$ cat src/rtl/fg_pkg.sv
package fg_pkg;
    typedef enum logic [2:0] {
        ST_IDLE,
        ST_WAIT_VS,
        ST_CAPTURE,
        ST_DONE,
        ST_OVERFLOW
    } fg_state_e;
endpackage

$ cat src/rtl/fg_arm_sync.sv
module fg_arm_sync #(
    parameter int STAGES = 2
) (
    input  logic clk,
    input  logic rst_n,
    input  logic tgl_in,
    output logic evt
);
    logic [STAGES:0] chain;

    always_ff @(posedge clk or negedge rst_n) begin
        if (!rst_n) chain <= '0;
        else        chain <= {chain[STAGES-1:0], tgl_in};
    end

    assign evt = chain[STAGES] ^ chain[STAGES-1];
endmodule

$ cat src/rtl/fg_edge.sv
module fg_edge (
    input  logic clk,
    input  logic rst_n,
    input  logic sig,
    output logic rise,
    output logic fall
);
    logic prev;

    always_ff @(posedge clk or negedge rst_n) begin
        if (!rst_n) prev <= 1'b0;
        else        prev <= sig;
    end

    assign rise = sig & ~prev;
    assign fall = ~sig & prev;
endmodule

$ cat src/rtl/fg_geom_count.sv
module fg_geom_count #(
    parameter int LC_W = 9,
    parameter int PC_W = 10
) (
    input  logic            clk,
    input  logic            rst_n,
    input  logic            clr,
    input  logic            pix_inc,
    input  logic            line_end,
    output logic [LC_W-1:0] line_count,
    output logic [PC_W-1:0] line_len
);
    logic [PC_W-1:0] pix_run;

    always_ff @(posedge clk or negedge rst_n) begin
        if (!rst_n) begin
            pix_run    <= '0;
            line_len   <= '0;
            line_count <= '0;
        end else if (clr) begin
            pix_run    <= '0;
            line_len   <= '0;
            line_count <= '0;
        end else if (line_end) begin
            line_len   <= pix_run;
            pix_run    <= '0;
            line_count <= line_count + 1'b1;
        end else if (pix_inc && pix_run != '1) begin
            pix_run <= pix_run + 1'b1;
        end
    end
endmodule

$ cat src/rtl/frame_grab.sv
module frame_grab
    import fg_pkg::*;
#(
    parameter int PIX_W    = 10,
    parameter int NARROW_W = 8,
    parameter int LINES    = 480,
    parameter int MAX_PIX  = 640,
    parameter int SYNC_STG = 2,
    localparam int LC_W    = $clog2(LINES + 1),
    localparam int PC_W    = $clog2(MAX_PIX + 1)
) (
    input  logic             pclk,
    input  logic             rst_n,
    input  logic             arm_tgl,
    input  logic             mode8,
    input  logic             vsync,
    input  logic             href,
    input  logic [PIX_W-1:0] pix_in,
    input  logic             fifo_full,
    output logic             wr_en,
    output logic [PIX_W-1:0] wr_data,
    output logic             frame_done,
    output logic             done_tgl,
    output logic             overflow,
    output logic [LC_W-1:0]  line_count,
    output logic [PC_W-1:0]  line_len
);
    localparam int PAD_W = PIX_W - NARROW_W;

    fg_state_e state, state_nx;
    logic arm_evt, vs_rise, vs_fall, hr_rise, hr_fall;
    logic last_line, line_end;

    fg_arm_sync #(.STAGES(SYNC_STG)) u_arm (
        .clk(pclk), .rst_n(rst_n), .tgl_in(arm_tgl), .evt(arm_evt)
    );

    fg_edge u_vs (
        .clk(pclk), .rst_n(rst_n), .sig(vsync), .rise(vs_rise), .fall(vs_fall)
    );

    fg_edge u_hr (
        .clk(pclk), .rst_n(rst_n), .sig(href), .rise(hr_rise), .fall(hr_fall)
    );

    assign last_line = (line_count == LC_W'(LINES - 1));

    // next-state logic
    always_comb begin
        state_nx = state;
        if (arm_evt) begin
            state_nx = ST_WAIT_VS;
        end else begin
            unique case (state)
                ST_IDLE:     state_nx = ST_IDLE;
                ST_WAIT_VS:  if (vs_rise) state_nx = ST_CAPTURE;
                ST_CAPTURE: begin
                    if (href && fifo_full)         state_nx = ST_OVERFLOW;
                    else if (vs_rise)              state_nx = ST_DONE;
                    else if (hr_fall && last_line) state_nx = ST_DONE;
                end
                ST_DONE:     state_nx = ST_DONE;
                ST_OVERFLOW: state_nx = ST_OVERFLOW;
                default:     state_nx = ST_IDLE;
            endcase
        end
    end

    // state register and done toggle
    always_ff @(posedge pclk or negedge rst_n) begin
        if (!rst_n) begin
            state    <= ST_IDLE;
            done_tgl <= 1'b0;
        end else begin
            state <= state_nx;
            if (state != ST_DONE && state_nx == ST_DONE) done_tgl <= ~done_tgl;
        end
    end

    // outputs
    always_comb begin
        wr_en      = 1'b0;
        frame_done = 1'b0;
        overflow   = 1'b0;
        line_end   = 1'b0;
        unique case (state)
            ST_CAPTURE: begin
                wr_en    = href & ~fifo_full;
                line_end = hr_fall & ~vs_rise & ~arm_evt;
            end
            ST_DONE:     frame_done = 1'b1;
            ST_OVERFLOW: overflow   = 1'b1;
            default:     ;
        endcase
        wr_data = mode8 ? {{PAD_W{1'b0}}, pix_in[PIX_W-1 -: NARROW_W]} : pix_in;
    end

    fg_geom_count #(.LC_W(LC_W), .PC_W(PC_W)) u_cnt (
        .clk(pclk), .rst_n(rst_n), .clr(arm_evt),
        .pix_inc(wr_en), .line_end(line_end),
        .line_count(line_count), .line_len(line_len)
    );
endmodule

$ cat config.mk
export PLATFORM = sky130hd
export DESIGN_NAME = frame_grab
export DESIGN_NICKNAME = d
export VERILOG_FILES = /design/src/rtl/fg_pkg.sv /design/src/rtl/fg_arm_sync.sv /design/src/rtl/fg_edge.sv /design/src/rtl/fg_geom_count.sv /design/src/rtl/frame_grab.sv
export SDC_FILE = /design/constraint.sdc
export NUM_CORES = 1
export LEC_CHECK = 0
export BUFFER_PORTS_ARGS = -buffer_cell sky130_fd_sc_hd__buf_2
export CORE_ASPECT_RATIO = 0.5
export CORE_MARGIN = 2
export CORE_UTILIZATION = 40
export DETAILED_ROUTE_END_ITERATION = 8
export GPL_TIMING_DRIVEN = 0
export SYNTH_ARGS = -nofsm -noshare
export SYNTH_HDL_FRONTEND = slang
export SYNTH_HIERARCHICAL = 1
export SYNTH_SLANG_ARGS = --single-unit
$ cat constraint.sdc
create_clock -name pclk -period 2.65 [get_ports pclk]
set_clock_uncertainty 0.05 [all_clocks]
set_input_delay 0.3975 -clock pclk [delete_from_list [all_inputs] [get_ports pclk]]
set_output_delay 0.3975 -clock pclk [all_outputs]
set_load 0.1 [all_outputs]
==> flow_metrics.py, run 1 <==
metrics = {
    "finish": {
        "layout_common_cells": "buf_2, dfrtp_1, nor2_1, mux2i_1",
        "nets": 252,
        "drive_above_1_share_pct": 31.03,
        "final_cells": 289,
        "finish.utilization_pct": 51.54,
        "final_common_cell": "buf_2",
        "n_fill_cell": 430,
        "num_antenna_cells": 0,
        "area_delta_synth_final_pct": 21.69,
    },
    "critical_path": {
        "endpoint_kind": "output pin",
        "cp_max_fo": 7,
        "reg2reg_setup_slack_ps": 430,
        "start_kind": "register",
        "r2r-end": "u_cnt/line_count[5]$_DFFE_PN0P_",
        "worstPathArrival_ps": 1920,
        "r2r_cells": 8,
        "crit_type": "register to output pin",
        "reg2reg_from": "state[2]$_DFF_PN0_",
        "critical_path_required_ps": 2200,
    },
    "clocking": {
        "cts-htree-levels": 2,
        "cts_root_buffer": "clkbuf_8",
        "post_cts_buffers": 0,
        "clockBufferDepth": 2,
        "clk_latency_ps": 280,
        "path_clk_slew_ps": 70,
        "cts_tree": "done",
        "cts.sinks": 38,
        "cts_resized": 0,
        "cts_hold_buffers": 0,
        "cts_buffers": 5,
    },
    "place": {
        "dpl.hpwl_um": 2768,
        "io_buffers": 48,
        "gp_congestion": 0.7963,
        "dp_cells": 283,
    },
    "routing": {
        "drc": 0,
        "drt_pre_antenna_iters": 4,
        "wl_per_cell_um": 13.26,
        "vias": 1518,
        "drt_wl_total_um": 3832,
        "drt_first_iter_violations": 25,
        "routed_via_density": 5.253,
        "antenna_left": 0,
    },
    "grt": {
        "grt_pass1_wl_um": 6203,
        "grt_usage_pct": 15.28,
        "antenna_found_initial": 0,
        "grt_pass1_vias": 1363,
        "grt_remaining_overflow": 0,
        "grt_max_degree": 39,
    },
    "power_and_ir_drop": {
        "powerDensity_mw_per_mm2": 539.9,
        "irDropWorstVdd_mv": 0.2044,
        "p_leak_uw": 0.001102,
    },
    "synthesis": {
        "syn_area_per_cell_sq_um": 10.63,
        "netlist_instances": 178,
        "syn-num-nets": 197,
        "netlist_area_sq_mm": 0.001892,
        "yosys_warnings": 6,
    },
    "die": {
        "start_util_pct": 42.35,
        "fp.dieH_um": 52.63,
        "die_x_um": 101.3,
        "io_pins": 50,
        "core-area_sq_mm": 0.004467,
        "row_count": 17,
        "die_area_sq_mm": 0.005329,
    },
    "timing": {
        "fin_crit_ps": 2366,
        "timing.setup.tns_ps": 0,
        "fin_crit_sh_pct": 89.28,
        "slew_violations": 0,
        "report.final.hold_viol_count": 0,
        "worst_pin_slew_ps": 827.8,
        "setup_violations": 0,
        "relSlewSlack_pct": 44.81,
        "max_freq_mhz": 422.7,
        "rsz0062_at_grt": "false",
    },
    "outcome": {
        "status": "complete, no violations",
    },
    "job": {
        "cap_violations": 0,
    },
    "worst_hold_path": {
        "hold_class": "input pin to async pin",
    },
}
-- final cells by class --
type                    count  area [sq um]  area share [%]
well taps                  57         71.32           3.098
repair buffers             48         240.2           10.43
flip-flops and latches     38         950.9           41.30
multi-input cells         131         917.1           39.84
plain buffers               7         32.53           1.413
clock buffers               6         82.58           3.587
inverters                   2         7.507          0.3261
-- critical path, cell delays in order, from the launching register on --
cell and delay (ps):
dfrtp_1 380, and2b_1 260, nand2b_1 140, nor3b_4 360
buf_2 500
-- stage by stage --
step | hold slack, ps | power (uW) | setup WS, ps | instance area [sq um]
after floorplan | 51.91 | 813.4 | 86.11 | 1908
after global placement | 284.6 | 868.9 | 417.6 | 2220
after detailed placement | 305.0 | 871.6 | 426.3 | 2220
after CTS | 165.8 | 1265 | 262.9 | 2302
after global routing | 154.1 | 1307 | 156.0 | 2302
final | 160.3 | 1243 | 284.0 | 2302
-- report_power, final --
| part | total [uW] | switching (uW) | leakage (uW) | internal [uW] |
|---|---|---|---|---|
| clock network | 385 | 185 | 0.0000431 | 201 |
| registers | 606 | 12.6 | 0.000514 | 594 |
| logic | 251 | 202 | 0.000545 | 49.0 |
| total | 1240 | 400 | 0.00110 | 843 |
-- how the worst max path moves through the flow --
stage,endpoint,from
after CTS,wr_en,state[2]$_DFF_PN0_
after floorplan,u_cnt/pix_run[8]$_DFFE_PN0P_,state[2]$_DFF_PN0_
after global routing,wr_en,state[2]$_DFF_PN0_
final,wr_en,state[2]$_DFF_PN0_
after detailed placement,u_cnt/line_count[5]$_DFFE_PN0P_,state[2]$_DFF_PN0_
after global placement,u_cnt/line_count[7]$_DFFE_PN0P_,state[2]$_DFF_PN0_
-- sequential cells by signal, indices dropped and copies added (netlist names) --
register          count
u_arm/chain           3
u_cnt/line_count      9
u_hr/prev             1
u_cnt/pix_run        10
done_tgl              1
state                 3
u_cnt/line_len       10
u_vs/prev             1
-- routing by layer --
metal | vias to the layer above | routed length [um] | GRT usage [%]
li1 | 743 | - | -
met1 | 737 | 1926 | 19.60
met2 | 36 | 1676 | 24.94
met3 | 2 | 209 | 4.400
met4 | 0 | 19 | 5.405
met5 | - | 0 | 0
No activity file was read; power rests on OpenSTA's default activity.
==> run 2: changes to the inputs <==
CORE_ASPECT_RATIO = default   (was 0.5)
==> run 2 against run 1 <==
Critical path depth unchanged; largest power group unchanged; register-to-register slack worse by 30 ps; highest routed layer unchanged; critical endpoint unchanged; critical path type unchanged; via count decreased by 0.92%; sequential share of layout area down 0.090 points.
==> flow_metrics.py, run 2 (synthesized netlist as in run 1, its figures left out) <==
metrics = {
    "outcome": {
        "status": "complete, no violations",
    },
    "critical_path": {
        "critical_path_required_ps": 2200,
        "crit_type": "register to output pin",
        "max_stage_delay_ps": 500,
        "reg2reg_setup_slack_ps": 400,
        "critPathLaunch": "state[2]$_DFF_PN0_",
        "crit_chain": "and2b_1 -> nand2b_1 -> nor3b_4 -> buf_2",
        "reg2reg_from": "state[2]$_DFF_PN0_",
        "worstPathArrival_ps": 1920,
        "endpoint_kind": "output pin",
        "cpMaxStageDelayCell": "buf_2",
        "start_kind": "register",
        "cp_max_fo": 7,
    },
    "clocking": {
        "cts_buffers": 5,
        "cts_resized": 0,
        "cts_tree": "done",
        "clockBufferDepth": 2,
        "cts.sinks": 38,
        "cts-htree-levels": 2,
        "cts_hold_buffers": 0,
        "clk_latency_ps": 290,
        "cts_root_buffer": "clkbuf_8",
        "path_clk_slew_ps": 70,
        "post_cts_buffers": 0,
    },
    "place": {
        "io_buffers": 48,
        "dpl.hpwl_um": 2800,
        "gp_congestion": 0.7487,
        "dp_cells": 280,
    },
    "grt": {
        "grt_remaining_overflow": 0,
        "grt_max_degree": 39,
        "grt_usage_pct": 16.45,
        "grt_pass1_wl_um": 6651,
        "grt_pass1_vias": 1445,
        "antenna_found_initial": 0,
    },
    "die": {
        "fp.dieH_um": 72.77,
        "start_util_pct": 40.86,
        "die_area_sq_mm": 0.005295,
        "die_x_um": 72.77,
        "io_pins": 50,
        "row_count": 25,
        "core-area_sq_mm": 0.004629,
    },
    "power_and_ir_drop": {
        "powerDensity_mw_per_mm2": 549.3,
        "p_leak_uw": 0.001107,
        "irDropWorstVdd_mv": 0.2428,
        "p_clk_share_pct": 32.4,
        "p_int_uw": 852.2,
        "power.share.switching_pct": 32.75,
        "p_comb_share_pct": 19.8,
        "switching_power_uw": 415.1,
        "seq_power_share_pct": 47.8,
    },
    "routing": {
        "drt_wl_total_um": 3871,
        "drc": 0,
        "antenna_left": 0,
        "wl_per_cell_um": 13.44,
        "routed_via_density": 5.222,
        "drt_first_iter_violations": 34,
        "vias": 1504,
        "drt_pre_antenna_iters": 4,
    },
    "finish": {
        "num_antenna_cells": 0,
        "top_regs": "u_cnt/line_len (10), u_cnt/pix_run (10), u_cnt/line_count (9)",
        "nets": 252,
        "layout_common_cells": "buf_2, dfrtp_1, nor2_1, mux2i_1",
        "area_delta_synth_final_pct": 21.96,
        "drive_above_1_share_pct": 31.20,
        "final_cells": 288,
        "final_common_cell": "buf_2",
        "n_fill_cell": 439,
    },
    "timing": {
        "fin_crit_sh_pct": 89.51,
        "fin_crit_ps": 2372,
        "max_freq_mhz": 421.6,
        "report.final.hold_viol_count": 0,
        "relSlewSlack_pct": 44.83,
        "slew_violations": 0,
        "setup_violations": 0,
        "worst_pin_slew_ps": 827.5,
        "timing.setup.tns_ps": 0,
        "rsz0062_at_grt": "false",
    },
    "worst_hold_path": {
        "hold_class": "input pin to async pin",
    },
    "job": {
        "cap_violations": 0,
    },
}
-- run 2: changes by cell type in the layout (fill, tap and decap cells not counted) --
cell / previous run / this run
clkbuf_1: 4 / 5
clkinv_2: 0 / 1
-- run 2: final timing paths --
| check | endpoint | depth (start not counted) |
|---|---|---|
| worst min register to register | u_arm/chain[1]$_DFF_PN0_ | 0 |
| worst max register to register | u_cnt/line_count[7]$_DFFE_PN0P_ | 8 |
| min in group pclk | u_arm/chain[0]$_DFF_PN0_ | 1 |
| worst max-delay path | wr_en | 4 |
| max in group asynchronous | u_cnt/line_count[5]$_DFFE_PN0P_ | 1 |
| worst min-delay path | u_cnt/line_len[6]$_DFFE_PN0P_ | 1 |
-- run 2: layer usage --
layer,up-vias,routed length (um),GRT usage (%)
met5,-,0,0
met4,0,58,5.556
met3,7,241,4.972
met2,45,1674,25.96
met1,710,1896,21.64
li1,742,-,-
-- run 2: stage by stage --
stage	utilization (%)	total power [uW]	cell area (sq um)	worst slack, ps	hold slack, ps
6_report	49.84	1267	2307	278.0	154.3
5_1_grt	49.84	1325	2307	149.8	142.4
4_1_cts	49.84	1285	2307	251.0	147.8
3_5_place_dp	47.86	871.1	2216	407.3	286.5
3_3_place_gp	47.86	870.1	2216	415.0	283.4
2_1_floorplan	-	813.4	1908	86.11	51.91
-- run 2: worst max-delay path: cells and delay by family (launching register included) --
family / cells / cell delay [ps]
buf+inv: 1 / 500
flops: 1 / 400
simple gates: 3 / 740
-- run 2: power groups by stage --
stage | sequential (uW) | combinational [uW] | clock [uW]
floorplan | 652 | 161 | 0
global placement | 617 | 253 | 0
detailed placement | 617 | 255 | 0
CTS | 606 | 254 | 425
global route | 608 | 266 | 452
finish | 606 | 251 | 410
-- run 2: area by class of cell --
class	count	area, sq um	area share [%]
multi-input combinational	131	917.1	39.75
clock buffer	7	86.33	3.742
tap	54	67.56	2.928
inverter	2	7.507	0.3254
buffer	7	32.53	1.410
timing repair buffer	48	240.2	10.41
clock inverter	1	5.005	0.2169
sequential	38	950.9	41.21
==> run 3: changes to the inputs <==
CORE_MARGIN = 1   (was 2)
CTS_BUF_LIST = sky130_fd_sc_hd__clkbuf_4 sky130_fd_sc_hd__clkbuf_8   (was default)
SYNTH_HIERARCHICAL = default   (was 1)
==> run 3 against run 2 <==
Highest routed layer unchanged; critical path type unchanged; non-clock buffer count did not move; the run now ends with DRC left; critical path depth did not move; via count fell by 6.0%.
==> flow_metrics.py, run 3 <==
metrics = {
    "outcome": {
        "status": "finished with violations",
        "violations": "DRC",
    },
    "finish": {
        "top_regs": "u_cnt.line_len (10), u_cnt.pix_run (10), u_cnt.line_count (9)",
        "regArea_sq_um": 950.9,
        "num_antenna_cells": 0,
        "multi_input_area_sq_um": 877.1,
        "final_common_cell": "buf_2",
        "nets": 244,
        "area_delta_synth_final_pct": 21.47,
        "n_fill_cell": 427,
        "drive_above_1_share_pct": 33.63,
        "fin_area_sq_mm": 0.002293,
        "layout_common_cells": "buf_2, dfrtp_1, nor2_1, xor2_1, nand4_1",
    },
    "routing": {
        "wl_met3_um": 116,
        "wl_per_cell_um": 13.99,
        "drt_wl_total_um": 3890,
        "drc": 4,
        "wl_met1_um": 1882,
        "antenna_left": 0,
        "routed_via_density": 5.086,
        "vias": 1414,
        "drt_first_iter_violations": 63,
        "wl_met2_um": 1816,
        "top_layer": "met4",
        "drt_pre_antenna_iters": 6,
    },
    "critical_path": {
        "critical_path.endpoint": "wr_en",
        "critical_path_required_ps": 2200,
        "reg2reg_from": "state[0]$_DFF_PN0_",
        "r2r-end": "u_cnt.line_len[9]$_DFFE_PN0P_",
        "r2r_cells": 6,
        "worstPathArrival_ps": 1990,
        "crit_type": "register to output pin",
        "critPathLaunch": "state[0]$_DFF_PN0_",
        "cp_max_fo": 9,
        "reg2reg_setup_slack_ps": 500,
        "endpoint_kind": "output pin",
        "start_kind": "register",
    },
    "synthesis": {
        "yosys.area.top_type_share_pct": 50.36,
        "synth_commonest_cells": "dfrtp_1, nor2_1, xor2_1",
        "yosys_warnings": 0,
        "synth_top_area_cell": "dfrtp_1",
        "yosys.area_share.xor_xnor_pct": 9.344,
        "synth-compound-area-share_pct": 6.362,
        "synth_top_cells_by_area": "dfrtp_1, xor2_1, mux2_2, nor2_1, a22o_1",
        "post-synth-top-count-cell": "dfrtp_1",
        "synth_cell_types": 37,
        "async_flop_share_pct": 100.0,
        "ys_seq_area_share_pct": 50.36,
        "ys_ff_latch": 38,
        "yosys.area_share.simple_pct": 22.13,
        "synth_top_family_by_area": "simple AND/OR/NAND/NOR gates",
        "synthAdderAreaFrac_pct": 1.325,
        "syn_area_per_cell_sq_um": 11.11,
        "synth_mux_area_share_pct": 7.025,
        "syn-num-nets": 189,
        "ys.flop_type": "dfrtp_1",
        "netlist_area_sq_mm": 0.001888,
        "synth_edf_count": 0,
        "netlist_instances": 170,
    },
    "clocking": {
        "clk_latency_ps": 290,
        "path_clk_slew_ps": 70,
        "cts_root_buffer": "clkbuf_8",
        "cts_buffers": 5,
        "post_cts_buffers": 0,
        "cts_resized": 0,
        "cts_tree": "done",
        "clockBufferDepth": 2,
        "cts-htree-levels": 2,
        "cts.sinks": 38,
        "cts_hold_buffers": 0,
    },
    "timing": {
        "report.final.hold_viol_count": 0,
        "max_freq_mhz": 410.6,
        "setup_violations": 0,
        "fin_crit_ps": 2436,
        "fin_crit_sh_pct": 91.91,
        "rsz0062_at_grt": "false",
        "slew_violations": 0,
        "worst_pin_slew_ps": 840.8,
        "timing.setup.tns_ps": 0,
        "relSlewSlack_pct": 43.95,
    },
    "grt": {
        "grt_usage_pct": 16.93,
        "grt_pass1_vias": 1405,
        "antenna_found_initial": 0,
        "grt_remaining_overflow": 0,
        "grt_pass1_wl_um": 6603,
        "grt_max_degree": 39,
    },
    "die": {
        "die_area_sq_mm": 0.004999,
        "io_pins": 50,
        "start_util_pct": 42.48,
        "fp.dieH_um": 70.71,
        "core-area_sq_mm": 0.004444,
        "row_count": 24,
        "die_x_um": 70.71,
    },
    "place": {
        "dpl.hpwl_um": 2739,
        "dpl-instance-area_sq_mm": 0.002198,
        "io_buffers": 48,
        "gp_congestion": 0.7235,
    },
    "job": {
        "cap_violations": 0,
    },
    "worst_hold_path": {
        "hold_class": "input pin to async pin",
    },
    "power_and_ir_drop": {
        "powerDensity_mw_per_mm2": 579.6,
        "p_int_uw": 881.1,
        "seq_power_share_pct": 45.8,
        "p_comb_share_pct": 22.8,
        "power.share.switching_pct": 33.72,
        "switching_power_uw": 448.2,
        "irDropWorstVdd_mv": 0.2837,
        "p_leak_uw": 0.001131,
        "p_clk_share_pct": 31.4,
    },
}
-- run 3: cell count changes in the layout (fill, tap and decap cells not counted), sizes merged, moves of 4 or more --
cell,delta
a22o,+9
mux2i,-11
nand3,+4
nand4,+6
nor2,-5
xor2,+7
-- run 3: final cells by class --
class                   count  area share, %
plain buffers               7          2.346
clock buffers               7          3.928
well taps                  52          2.837
inverters                   3         0.4910
repair buffers             48          10.47
multi-input cells         122          38.24
flip-flops and latches     38          41.46
clock inverters             1         0.2182
-- run 3: how the worst min path moves through the flow --
stage | depth (start not counted) | to | slack, ps
6_report | 1 | done_tgl$_DFFE_PN0P_ | 160
5_1_grt | 1 | u_arm.chain[0]$_DFF_PN0_ | 150
4_1_cts | 1 | u_arm.chain[0]$_DFF_PN0_ | 150
3_5_place_dp | 0 | u_arm.chain[1]$_DFF_PN0_ | 290
3_3_place_gp | 0 | u_arm.chain[1]$_DFF_PN0_ | 280
2_1_floorplan | 0 | done_tgl$_DFFE_PN0P_ | 50
-- run 3: critical path, cell delays in order, from the launching register on --
cell,delay (ps)
dfrtp_1,470
or3b_1,400
buf_6,150
nor2_4,210
buf_2,470
-- run 3: kinds of logic (layout without fill, tap and decap cells) --
| family | after synthesis | in the layout |
|---|---|---|
| xor gates and xnor gates | 18 | 18 |
| DFF | 38 | 38 |
| adders and majority gates | 2 | 2 |
| muxes | 12 | 12 |
| and+or+nand+nor | 74 | 74 |
| buffers and inverters | 10 | 66 |
| AOI/OAI and AO/OA | 16 | 16 |
-- run 3: metrics by stage --
step                      std cells  total power, uW  util (%)  hold WS [ps]  worst slack, ps
after detailed placement        270            926.1     49.47         286.4            497.0
after CTS                       278             1350     51.60         150.7            202.7
after floorplan                 170            862.0         -         51.91            231.9
final                           278             1329     51.60         156.2            214.4
after global placement          270            922.9     49.47         284.5            493.5
after global routing            278             1388     51.60         146.2            118.8
-- run 3: routing by layer --
metal  vias to the layer above  track usage [%]
met3                         8            3.561
li1                        708                -
met1                       677            22.01
met5                         -                0
met2                        21            27.14
met4                         0            8.000
-- run 3: power groups by stage --
stage                     Sequential, uW  Combinational, uW  Clock, uW
after floorplan                      678                184          0
final                                609                303        418
after global routing                 611                319        458
after CTS                            609                306        434
after detailed placement             621                306          0
after global placement               620                303          0
